File: config.mk
export PLATFORM = sky130hd
export DESIGN_NAME = tone_gen_top
export DESIGN_NICKNAME = d
export VERILOG_FILES = /design/src/rtl/tone_pkg.sv /design/src/rtl/tone_regif.sv /design/src/rtl/tone_prescaler.sv /design/src/rtl/tone_divider.sv /design/src/rtl/tone_gen_top.sv
export SDC_FILE = /design/constraint.sdc
export NUM_CORES = 1
export LEC_CHECK = 0
export BUFFER_PORTS_ARGS = -buffer_cell sky130_fd_sc_hd__buf_2
export CAP_MARGIN = 20
export CORE_MARGIN = 1.5
export CORE_UTILIZATION = 45
export DETAILED_ROUTE_END_ITERATION = 8
export GPL_TIMING_DRIVEN = 0
export PLACE_DENSITY = 0.66
export SYNTH_ARGS = -nofsm -noshare
export SYNTH_HDL_FRONTEND = slang
export SYNTH_SLANG_ARGS = --single-unit
File: constraint.sdc
create_clock -name clk -period 4.5 [get_ports clk]
set_input_delay 0 -clock clk [delete_from_list [all_inputs] [get_ports clk]]
set_output_delay 0 -clock clk [all_outputs]
set_load 0.1 [all_outputs]
File: src/rtl/tone_pkg.sv
`timescale 1ns/1ps
package tone_pkg;

    // Sequencing states of the period divider.
    typedef enum logic [1:0] {
        ST_MUTE = 2'd0,   // period is zero, counters held
        ST_ARM  = 2'd1,   // one settling cycle after a non-zero write
        ST_RUN  = 2'd2    // counters advance
    } tone_state_e;

endpackage

File: src/rtl/tone_regif.sv
`timescale 1ns/1ps
module tone_regif #(
    parameter int ADDR_W   = 4,
    parameter int DATA_W   = 8,
    parameter int REG_ADDR = 5
) (
    input  logic              clk,
    input  logic              rst_n,
    input  logic              bus_sel,
    input  logic              bus_we,
    input  logic [ADDR_W-1:0] bus_addr,
    input  logic [DATA_W-1:0] bus_wdata,
    output logic [DATA_W-1:0] bus_rdata,
    output logic              wr_stb,
    output logic [DATA_W-1:0] period_q
);

    localparam logic [ADDR_W-1:0] MY_ADDR = ADDR_W'(REG_ADDR);

    logic hit;

    always_comb begin
        hit    = (bus_addr == MY_ADDR);
        wr_stb = bus_sel && bus_we && hit;
    end

    // Period register, silent after reset.
    always_ff @(posedge clk or negedge rst_n) begin
        if (!rst_n) begin
            period_q <= '0;
        end else if (wr_stb) begin
            period_q <= bus_wdata;
        end
    end

    // Readback of the period register at its own address only.
    always_comb begin
        bus_rdata = hit ? period_q : '0;
    end

    // no accepted write, no change of the register
    p_reg_hold_r3: assert property (@(posedge clk) disable iff (!rst_n)
        !wr_stb |=> $stable(period_q));

    // an accepted write lands in the register
    p_reg_load_r2: assert property (@(posedge clk) disable iff (!rst_n)
        wr_stb |=> (period_q == $past(bus_wdata)));

endmodule

File: src/rtl/tone_prescaler.sv
`timescale 1ns/1ps
module tone_prescaler #(
    parameter int PRE_W = 7
) (
    input  logic clk,
    input  logic rst_n,
    input  logic run,
    input  logic clr,
    output logic tick
);

    logic [PRE_W-1:0] pre_cnt;

    always_ff @(posedge clk or negedge rst_n) begin
        if (!rst_n) begin
            pre_cnt <= '0;
        end else if (clr || !run) begin
            pre_cnt <= '0;
        end else begin
            pre_cnt <= pre_cnt + 1'b1;
        end
    end

    always_comb begin
        tick = run && (pre_cnt == '1);
    end

    // prescaler ticks are never back to back
    p_tick_spacing_r5: assert property (@(posedge clk) disable iff (!rst_n)
        tick |=> !tick);

endmodule

File: src/rtl/tone_divider.sv
`timescale 1ns/1ps
module tone_divider
    import tone_pkg::*;
#(
    parameter int PER_W = 8
) (
    input  logic             clk,
    input  logic             rst_n,
    input  logic             wr_stb,
    input  logic [PER_W-1:0] wr_val,
    input  logic [PER_W-1:0] period,
    input  logic             tick,
    output logic             run,
    output logic             snd
);

    localparam int MSB = PER_W - 1;

    tone_state_e state, state_nx;
    logic [PER_W-1:0] cnt;

    // State register.
    always_ff @(posedge clk or negedge rst_n) begin
        if (!rst_n) begin
            state <= ST_MUTE;
        end else begin
            state <= state_nx;
        end
    end

    // Next-state logic: go_mute, go_arm, arm_done, keep.
    always_comb begin
        state_nx = state;
        if (wr_stb) begin
            state_nx = (wr_val == '0) ? ST_MUTE : ST_ARM;
        end else begin
            unique case (state)
                ST_MUTE: state_nx = ST_MUTE;
                ST_ARM:  state_nx = ST_RUN;
                ST_RUN:  state_nx = ST_RUN;
                default: state_nx = ST_MUTE;
            endcase
        end
    end

    // Period counter: 0 .. period-1, advanced by prescaler ticks.
    always_ff @(posedge clk or negedge rst_n) begin
        if (!rst_n) begin
            cnt <= '0;
        end else if (wr_stb || (state != ST_RUN)) begin
            cnt <= '0;
        end else if (tick) begin
            cnt <= (cnt == period - 1'b1) ? '0 : cnt + 1'b1;
        end
    end

    // Outputs.
    always_comb begin
        run = (state == ST_RUN);
        snd = run && cnt[MSB];
    end

    // a running count always stays below the period
    p_cnt_below_period_r6: assert property (@(posedge clk) disable iff (!rst_n)
        (state == ST_RUN) |-> (cnt < period));

    // an accepted write clears the count and leaves the run state
    p_write_restarts_r8: assert property (@(posedge clk) disable iff (!rst_n)
        wr_stb |=> ((cnt == '0) && (state != ST_RUN)));

    // the count only moves on a prescaler tick
    p_hold_between_ticks_r5: assert property (@(posedge clk) disable iff (!rst_n)
        ((state == ST_RUN) && !tick && !wr_stb) |=> $stable(cnt));

endmodule

File: src/rtl/tone_gen_top.sv
`timescale 1ns/1ps
module tone_gen_top #(
    parameter int PRE_W    = 7,
    parameter int PER_W    = 8,
    parameter int ADDR_W   = 4,
    parameter int REG_ADDR = 5
) (
    input  logic              clk,
    input  logic              rst_n,
    input  logic              bus_sel,
    input  logic              bus_we,
    input  logic [ADDR_W-1:0] bus_addr,
    input  logic [PER_W-1:0]  bus_wdata,
    output logic [PER_W-1:0]  bus_rdata,
    output logic              snd_out
);

    logic             wr_stb;
    logic [PER_W-1:0] period_q;
    logic             run;
    logic             tick;

    tone_regif #(
        .ADDR_W   (ADDR_W),
        .DATA_W   (PER_W),
        .REG_ADDR (REG_ADDR)
    ) u_regif (
        .clk       (clk),
        .rst_n     (rst_n),
        .bus_sel   (bus_sel),
        .bus_we    (bus_we),
        .bus_addr  (bus_addr),
        .bus_wdata (bus_wdata),
        .bus_rdata (bus_rdata),
        .wr_stb    (wr_stb),
        .period_q  (period_q)
    );

    tone_prescaler #(
        .PRE_W (PRE_W)
    ) u_pre (
        .clk   (clk),
        .rst_n (rst_n),
        .run   (run),
        .clr   (wr_stb),
        .tick  (tick)
    );

    tone_divider #(
        .PER_W (PER_W)
    ) u_div (
        .clk    (clk),
        .rst_n  (rst_n),
        .wr_stb (wr_stb),
        .wr_val (bus_wdata),
        .period (period_q),
        .tick   (tick),
        .run    (run),
        .snd    (snd_out)
    );

    // a zero period keeps the sounder low
    p_mute_silent_r4: assert property (@(posedge clk) disable iff (!rst_n)
        (period_q == '0) |-> !snd_out);

endmodule

==> metrics.txt <==
clock tree from TritonCTS=yes; Die X=61.5 um; Maximum Capacitance Violations=0; Final Skew=5.30 ps; Tot Pwr=0.596 mW; ANT cells=0; Slowest Stage Delay on Critical Path=~450 ps; full die area=~3800 sq um; # IOs=25; First-pass DRT Iterations=4; final layout net count=213; DRC=0; end-of-flow core utilization=0.565; Top Metal Used=met4; Mean Syn Cell Area=10.1 sq um; min cycle time layout=roughly 2200 ps; H-tree levels=1; unrepaired setup endpoints after global routing=no; via-per-instance ratio=5.40; fillers=300; via count=around 1300; CP Launch Type=register; post-synth cell types=42; clock tree buffer depth=2; Clk Latency, worst-skew pair=320 ps; Worst VDD drop=~240 uV; EDFF count, synth=0; Die H=61.5 um; Hold Crit Class=in -> reg; Root Driver=clkbuf_4; synth-to-layout area growth=21.3%; final max-slew violation count=0; wire length on met2=1.70 mm; Mapped Nets=172; # setup viols final=0; proportion of layout cells with a drive suffix above 1=0.224; core area=3310 sq um; synthesized cell area=1540 sq um; YS warnings=0; vias in the first global route=1236; kind of critical path=reg -> reg; Num CTS Buffers=3; final hold viol count=0; Adder-Cell Fraction of Synth Area=0.0325; Pwr Density=319 nW/um^2; CTS Sinks=25; initial antenna violation count=0; clock-pin slew on the worst setup and hold paths=between 100 and 150 ps; WL final=3.37 mm; Rows=21; Setup Fix Bufs, Post-CTS=0; post-route ant nets=0; sequential area share after synthesis=0.406; Post-synth ARST share=1.00; most common flop cell mapped by yosys=dfrtp_1; Worst Max-Slew Pin Slew=756 ps; M1 WL=1.49 mm; Tcrit/Tclk final=0.483; crit-path max FO=6; IO Port Bufs=24; initial core utilization=0.466; Post-DP HPWL=2.38 mm; status=completed; CP Cell Sequence=inv_1 -> ha_1 -> nor2b_1 -> or3_1 -> a31o_2 -> o311ai_1 -> a21oi_1; multiplexer share of the synthesized area=0.0438; Setup TNS Final=0 ps; Post-Synth XOR/XNOR Area=0.0966; complex-gate fraction of the synthesized area=0.135; metal3 WL=roughly 150 um; wire per inst=about 14 um; CP arrival=around 2400 ps; Fmax achieved=between 400 and 500 MHz; Syn Inst Count=152; GRT Resource Usage Total=0.195; flops & latches, synth=25; largest net degree at the start of global routing=26; CP max stage cell=dfrtp_1; GPL Wtd Cong=0.805; first-pass GRT wire length=5.48 mm; Setup crit end kind=register; Starting DRT DRC Count=66; Simple-Gate Fraction of Synth Area=0.238; Critical Path RT=4710 ps; main combinational cell family by area after synthesis=simple AND/OR/NAND/NOR gates; Rel. slew slack=0.489; leakage power=0.843 nW; grt total ovfl=0
[flip-flops by register name (all words and copies together), names as in the netlist]
name              cells
u_div.cnt             8
u_div.state           2
u_pre.pre_cnt         7
u_regif.period_q      8
[final cells by class]
| type | instances | area, sq um | area share |
|---|---|---|---|
| plain buffers | 8 | 56.3 | 0.0301 |
| clock inverters | 1 | 7.51 | 0.00402 |
| multi-input cells | 114 | 841 | 0.450 |
| clock buffers | 3 | 22.5 | 0.0120 |
| repair buffers | 36 | 240 | 0.129 |
| well taps | 46 | 57.6 | 0.0308 |
| inverters | 5 | 18.8 | 0.0100 |
| flip-flops and latches | 25 | 626 | 0.335 |
[report_power, final]
| part | internal, mW | switching [mW] |
|---|---|---|
| clock network | 0.0340 | 0.0694 |
| logic | 0.0855 | 0.124 |
| registers | 0.253 | 0.0296 |
[cells in the final DEF (no fill, tap or decap), drive strengths merged, types with 2 or more instances in the layout]
master,count
buf,30
dfrtp,25
nor2,16
dlygate4sd3,12
xor2,10
xnor2,7
and2,7
nand2,6
a21oi,6
mux2,6
o21ai,6
inv,5
a211oi,5
clkbuf,5
and3,4
ha,4
nor3,4
nand3,3
nand2b,3
nor2b,3
o2111ai,3
nor4,3
and3b,2
or3,2
o311ai,2
nand4,2
[worst max-delay path: cells and delay by family (launching register included)]
kind / cells / cell delay (ps)
adders and majority gates: 1 / 280
AOI/OAI and AO/OA: 3 / 720
DFF: 1 / 450
and+or+nand+nor: 2 / 490
buffers and inverters: 1 / 110
[metrics by stage]
stage / instances / setup WS, ps / instance area, sq um / hold slack, ps
floorplan: 152 / 2580 / 1540 / -296
global placement: 222 / 2410 / 1720 / 13.8
detailed placement: 222 / 2390 / 1720 / 23.8
CTS: 238 / 2360 / 1870 / 132
global route: 238 / 2210 / 1870 / 155
finish: 238 / 2330 / 1870 / 136
[kinds of logic after synthesis]
kind of cell	after synthesis
and+or+nand+nor	59
xor gates and xnor gates	17
muxes	6
AOI/OAI and AO/OA	28
adders and majority gates	4
buffers and inverters	13
DFF	25
[layer usage]
metal,track usage,vias up
li1,-,627
met1,0.239,619
met2,0.356,33
met3,0.0441,6
met4,0.0304,0
met5,0,-
[worst paths after layout]
| kind | startpoint | end | slack, ps | depth (start not counted) |
|---|---|---|---|---|
| max | u_regif.period_q[0]$_DFFE_PN0P_ | u_div.cnt[1]$_DFFE_PN0P_ | 2330 | 7 |
| min reg2reg | u_pre.pre_cnt[0]$_DFF_PN0_ | u_pre.pre_cnt[0]$_DFF_PN0_ | 480 | 1 |
| min in group asynchronous | rst_n | u_div.state[0]$_DFF_PN0_ | 180 | 2 |
| max reg2reg | u_regif.period_q[0]$_DFFE_PN0P_ | u_div.cnt[1]$_DFFE_PN0P_ | 2330 | 7 |
| max in group asynchronous | rst_n | u_regif.period_q[1]$_DFFE_PN0P_ | 3950 | 2 |
| min | bus_sel | u_regif.period_q[7]$_DFFE_PN0P_ | 140 | 4 |
[synthesized netlist by cell type (all sizes together), types with 2 or more instances]
library cell,number,area (sq um)
nand2b,3,18.8
and3,4,25.0
nand3,3,15.0
o2111ai,3,26.3
buf,6,45.0
a21oi,6,30.0
nor2,16,60.1
dfrtp,25,626
mux2,6,67.6
o21ai,6,37.5
and3b,2,17.5
nor2b,3,18.8
and2,7,43.8
a211oi,5,37.5
o311ai,2,17.5
xnor2,7,61.3
ha,4,50.1
nand2,6,22.5
xor2,10,87.6
nor3,4,31.3
inv,5,18.8
nor4,3,33.8
or3,2,12.5
nand4,2,12.5
clkbuf,2,11.3
[timing repair]
action,in CTS,in global routing
endpoints found under the hold margin,34,0
resized for setup,0,0
hold buffers,12,0
No activity file was read; power rests on OpenSTA's default activity.
